## src/rtl/sem_irq_chan.sv

```systemverilog
module sem_irq_chan #(
  parameter int W       = 16,
  parameter int AW      = 8,
  parameter int ST_BIT  = 9
) (
  input  logic          clk,
  input  logic          rst_n,
  input  logic          h_we,
  input  logic [AW-1:0] h_addr,
  input  logic [W-1:0]  h_wdata,
  output logic [W-1:0]  h_rdata,
  input  logic          c_we,
  input  logic [AW-1:0] c_addr,
  input  logic [W-1:0]  c_wdata,
  output logic [W-1:0]  c_rdata,
  output logic          h_sem_pend,
  output logic          h_sem_irq,
  output logic          c_sem_pend,
  output logic          c_sem_irq
);
  localparam logic [AW-1:0] H_SET  = AW'('h10);
  localparam logic [AW-1:0] H_MASK = AW'('h14);
  localparam logic [AW-1:0] H_ACK  = AW'('h18);
  localparam logic [AW-1:0] H_GET  = AW'('h1C);
  localparam logic [AW-1:0] H_STAT = AW'('h0C);
  localparam logic [AW-1:0] C_SET  = AW'('hCC);
  localparam logic [AW-1:0] C_MASK = AW'('hCE);
  localparam logic [AW-1:0] C_ACK  = AW'('hD0);
  localparam logic [AW-1:0] C_GET  = AW'('hD2);
  localparam logic [AW-1:0] C_STAT = AW'('hD6);

  logic [W-1:0] h2c_q, c2h_q, c_mask_q, h_mask_q;
  logic         h_prev_q, c_prev_q;

  wire h_set  = h_we && h_addr == H_SET;
  wire h_ack  = h_we && h_addr == H_ACK;
  wire h_mskw = h_we && h_addr == H_MASK;
  wire c_set  = c_we && c_addr == C_SET;
  wire c_ack  = c_we && c_addr == C_ACK;
  wire c_mskw = c_we && c_addr == C_MASK;

  wire [W-1:0] h2c_nxt = (h2c_q & ~(c_ack ? c_wdata : '0)) | (h_set ? h_wdata : '0);
  wire [W-1:0] c2h_nxt = (c2h_q & ~(h_ack ? h_wdata : '0)) | (c_set ? c_wdata : '0);

  always_ff @(posedge clk) begin
    if (!rst_n) begin
      h2c_q    <= '0;
      c2h_q    <= '0;
      c_mask_q <= '0;
      h_mask_q <= '0;
      h_prev_q <= 1'b0;
      c_prev_q <= 1'b0;
    end else begin
      h2c_q    <= h2c_nxt;
      c2h_q    <= c2h_nxt;
      if (c_mskw) c_mask_q <= c_wdata;
      if (h_mskw) h_mask_q <= h_wdata;
      h_prev_q <= h_sem_pend;
      c_prev_q <= c_sem_pend;
    end
  end

  assign c_sem_pend = |(h2c_q & ~c_mask_q);
  assign h_sem_pend = |(c2h_q & ~h_mask_q);
  assign c_sem_irq  = c_sem_pend & ~c_prev_q;
  assign h_sem_irq  = h_sem_pend & ~h_prev_q;

  wire [W-1:0] h_stat = W'(h_sem_pend) << ST_BIT;
  wire [W-1:0] c_stat = W'(c_sem_pend) << ST_BIT;

  always_comb begin
    case (h_addr)
      H_MASK:  h_rdata = h_mask_q;
      H_GET:   h_rdata = c2h_q;
      H_STAT:  h_rdata = h_stat;
      default: h_rdata = '0;
    endcase
  end

  always_comb begin
    case (c_addr)
      C_MASK:  c_rdata = c_mask_q;
      C_GET:   c_rdata = h2c_q;
      C_STAT:  c_rdata = c_stat;
      default: c_rdata = '0;
    endcase
  end

  AST_RESET_CLEARS: assert property (@(posedge clk) !rst_n |=> (h2c_q == '0 && c2h_q == '0 && c_mask_q == '0 && h_mask_q == '0));
  AST_SET_WINS_H2C: assert property (@(posedge clk) disable iff (!rst_n) (h_set && c_ack) |=> ((h2c_q & $past(h_wdata)) == $past(h_wdata)));
  AST_SET_WINS_C2H: assert property (@(posedge clk) disable iff (!rst_n) (c_set && h_ack) |=> ((c2h_q & $past(c_wdata)) == $past(c_wdata)));
  AST_ACK_CLEARS_H2C: assert property (@(posedge clk) disable iff (!rst_n) (c_ack && !h_set) |=> ((h2c_q & $past(c_wdata)) == '0));
  AST_ACK_CLEARS_C2H: assert property (@(posedge clk) disable iff (!rst_n) (h_ack && !c_set) |=> ((c2h_q & $past(h_wdata)) == '0));
  AST_C_IRQ_PULSE: assert property (@(posedge clk) disable iff (!rst_n) c_sem_irq |=> !c_sem_irq);
  AST_H_IRQ_PULSE: assert property (@(posedge clk) disable iff (!rst_n) h_sem_irq |=> !h_sem_irq);
  AST_C_IRQ_ON_RISE: assert property (@(posedge clk) disable iff (!rst_n) $rose(c_sem_irq) |-> c_sem_pend);
  AST_H_IRQ_ON_RISE: assert property (@(posedge clk) disable iff (!rst_n) $rose(h_sem_irq) |-> h_sem_pend);
endmodule

```

## config.mk

```make
export PLATFORM = sky130hd
export DESIGN_NAME = sem_irq_chan
export DESIGN_NICKNAME = d
export VERILOG_FILES = /design/src/rtl/sem_irq_chan.sv
export SDC_FILE = /design/constraint.sdc
export NUM_CORES = 1
export LEC_CHECK = 0
export ABC_CLOCK_PERIOD_IN_PS = 2780
export CAP_MARGIN = 5
export CORE_ASPECT_RATIO = 0.6
export CORE_UTILIZATION = 48
export CTS_CLUSTER_DIAMETER = 40
export DETAILED_ROUTE_END_ITERATION = 8
export HOLD_SLACK_MARGIN = 0.05
export PLACE_DENSITY = 0.82
export SETUP_SLACK_MARGIN = 0.15
export SLEW_MARGIN = 20
export SYNTH_ARGS = -nofsm -noshare
export SYNTH_HDL_FRONTEND = slang
export SYNTH_SLANG_ARGS = --single-unit
```

## constraint.sdc

```tcl
create_clock -name clk -period 2.78 [get_ports clk]
set_clock_uncertainty 0.2 [all_clocks]
set_input_delay 0.417 -clock clk [delete_from_list [all_inputs] [get_ports clk]]
set_output_delay 0.417 -clock clk [all_outputs]
set_load 0.02 [all_outputs]
```

==> flow_metrics.env, run 1 <==
export IMPL_setup_violations_final=0
export IMPL_critPathMaxFanout=5
export IMPL_vdd_ir_drop_max_uv=332
export IMPL_synthesis_instances=347
export IMPL_placed_cell_area_um2=4260
export IMPL_placedCellCount=527
export IMPL_cp_required_ns=2.16
export IMPL_drtIter0Drc=266
export IMPL_ys_top_cells_by_area="dfxtp_1, a32o_1, a22o_1, nand2_1, nor2b_1"
export IMPL_cts_sinks=66
export IMPL_fp_dieH_um=64.6
export IMPL_end_kind="primary output"
export IMPL_p_sw_share_pct=23.6
export IMPL_syn_area_per_cell_um2=9.02
export IMPL_hpwl_um=7060
export IMPL_clock_latency_ns=0.34
export IMPL_htree_levels=3
export IMPL_async_flop_share_pct=0
export IMPL_power_mw=1.90
export IMPL_fin_crit_ns=2.65
export IMPL_cts_made_buffers=9
export IMPL_cpLargestDelayFamily="simple AND/OR/NAND/NOR gates"
export IMPL_leakagePower_nw=1.92
export IMPL_fill_cells=475
export IMPL_synth_distinct_cells=32
export IMPL_dieArea_um2=6860
export IMPL_utilization_pct=73.5
export IMPL_outcome="finished clean"
export IMPL_critPathBufInv=3
export IMPL_gr_max_usage_layer="met2"
export IMPL_row_count=22
export IMPL_slowest_delay_ns=0.56
export IMPL_ys_flop_type="dfxtp_1"
export IMPL_cp_slowest_cell="or4_4"
export IMPL_synth_edff_count=0
export IMPL_power_switching_mw=0.448
export IMPL_power_frac_seq_pct=49.9
export IMPL_p_comb_share_pct=9.1
export IMPL_crit_path_frequent_cell="buf_6"
export IMPL_area_growth_synth_to_final_pct=45.4
export IMPL_die_w_um=106
export IMPL_rsz0062_at_grt="yes"
export IMPL_fmax_ghz=0.377
export IMPL_clk_pin_slew_ns=0.07
export IMPL_final_layout_size_suffix_gt1_share_pct=23.2
export IMPL_core_area_um2=6190
export IMPL_syn_area_um2=3130
export IMPL_dp_slack_ns=-0.655
export IMPL_cts_buffer_depth=2
export IMPL_final_setup_tns_ns=0
export IMPL_grtUsageMet2_pct=47.9
export IMPL_path_class="in -> out"
export IMPL_grt_overflow=0
export IMPL_first_pass_iters=5
export IMPL_maxCapViolations=0
export IMPL_final_nets=517
export IMPL_track_usage_pct=29.3
export IMPL_cellPowerDensity_nw_per_um2=417
export IMPL_finalCritPeriodShare_pct=95.4
export IMPL_hp_class="in -> reg"
export IMPL_met3_usage_pct=10.1
export IMPL_finalWorstSetupSlack_ns=0.128
export IMPL_final_cell_count_no_fill=554
export IMPL_drv_slew=0
export IMPL_p_int_mw=1.45
export IMPL_cts_tree="done"
export IMPL_place_gp_congestion=0.840
export IMPL_ios=88
export IMPL_yosysSeqAreaShare_pct=42.2
export IMPL_startpoint_type="input pin"
export IMPL_synthesis_nets=399
export IMPL_root_buffer="clkbuf_8"
export IMPL_grt_pass1_vias=3086
export IMPL_relSlewSlack_pct=66.0
export IMPL_grt_pass1_wl_um=15400
export IMPL_crit_arrival_ns=2.04
export IMPL_antenna_cells=0
export IMPL_wl_per_cell_um=18.5
export IMPL_met1_usage_pct=36.8
export IMPL_tightest_slew_ns=0.510
export IMPL_antenna_found_initial=0
export IMPL_detail_route_antenna_nets=0
export IMPL_io_buffer_count=87
export IMPL_num_vias=3289
export IMPL_initial_utilization_pct=50.5
export IMPL_synth_top_area_share_pct=42.2
export IMPL_drc=0
export IMPL_clockPowerShare_pct=41.0
export IMPL_synth_top_area_cell="dfxtp_1"
export IMPL_drt_wl_total_um=10300
export IMPL_synth_seq_cells=66
export IMPL_yosys_warnings=0
export IMPL_path_cells="buf_6, or4_4, nor3b_4, and3_4, clkbuf_16, a22o_1, buf_6"
export IMPL_grt_max_degree=53
export IMPL_design_area_um2=4550
export IMPL_routed_via_density=5.94
export IMPL_whs_ns=0.267
export IMPL_hold_viol=0
==> layout by cell type (no fill, tap or decap), drive strengths merged, types with 4 or more instances in the layout <==
cell type / count
buf: 69
dfxtp: 66
nand2: 53
clkdlybuf4s50: 45
a32o: 32
a22o: 30
nor2b: 26
nor2: 23
o21ai: 18
nand3: 18
clkbuf: 18
mux2i: 16
inv: 10
a2111oi: 8
nor4: 4
==> cell type report <==
cell class              instances  area [um^2]  area share (%)
multi-input cells             249         1740            38.3
well taps                      84          105            2.31
repair buffers                128         1150            25.4
clock inverters                 5         55.1            1.21
clock buffers                  11          131            2.89
flip-flops and latches         66         1320            29.0
inverters                      11         41.3           0.907
==> sequential cells by signal, indices dropped and copies added, names as in the netlist <==
register	flops
c2h_q	16
c_mask_q	16
h2c_q	16
h_mask_q	16
c_prev_q	1
h_prev_q	1
==> layer usage <==
| metal | up-vias | routed length (um) |
|---|---|---|
| met5 | - | 0 |
| met4 | 0 | 159 |
| met3 | 18 | 1010 |
| met2 | 187 | 4630 |
| met1 | 1558 | 4450 |
| li1 | 1526 | - |
==> worst register-to-register path, delay by kind of cell (launching register included) <==
kind	cells	cell delay (ns)
simple gates	3	0.50
compound gates	1	0.37
flops	1	0.34
buf+inv	1	0.13
==> worst paths after layout <==
| path | startpoint | endpoint | slack, ns | cells past startpoint |
|---|---|---|---|---|
| max | h_addr[6] | h_rdata[6] | 0.13 | 7 |
| min | rst_n | c_mask_q[2]$_SDFFE_PN0P_ | 0.27 | 3 |
| max reg2reg | h2c_q[2]$_SDFF_PN0_ | c_prev_q$_SDFF_PN0_ | 1.14 | 5 |
| min reg2reg | c_mask_q[7]$_SDFFE_PN0P_ | c_mask_q[7]$_SDFFE_PN0P_ | 0.29 | 2 |
==> what timing repair did <==
action | in CTS | in global routing
setup buffers | 3 | 4
pin swaps | 8 | 13
cloned | 2 | 2
setup endpoints to repair | 36 | 35
hold buffers | 0 | 0
gates resized for setup | 150 | 50
==> synth_stat cells, drive strengths merged (2+ instances only) <==
master and n:
buf 10, clkbuf 11, nand2 53, nor3 3, nand2b 3, dfxtp 66, nor2 23, mux2i 16
inv 10, a2111oi 8, nand3b 2, nor2b 26, a22o 30, nor4 4, nand4 2, and3b 2
nand3 18, o21ai 18, a32o 32, and4 2
==> kinds of logic after synthesis <==
logic type / share of synthesized area, %
mux: 5.12
simple gates: 24.0
flops: 42.2
compound gates: 24.2
buf+inv: 4.44
==> power by group through the flow <==
stage	Combinational, mW	Sequential, mW	Clock [mW]
finish	0.172	0.947	0.778
global route	0.181	0.947	0.824
CTS	0.165	0.947	0.780
detailed placement	0.164	0.969	0
global placement	0.160	0.969	0
floorplan	0.0411	0.969	0
No activity file was read; power rests on OpenSTA's default activity.
==> inputs of run 2 (changes only) <==
GPL_ROUTABILITY_DRIVEN = 0   (was not set)
==> results of run 2 <==
No change in the layout: final DEF, timing and power equal those of run 1.
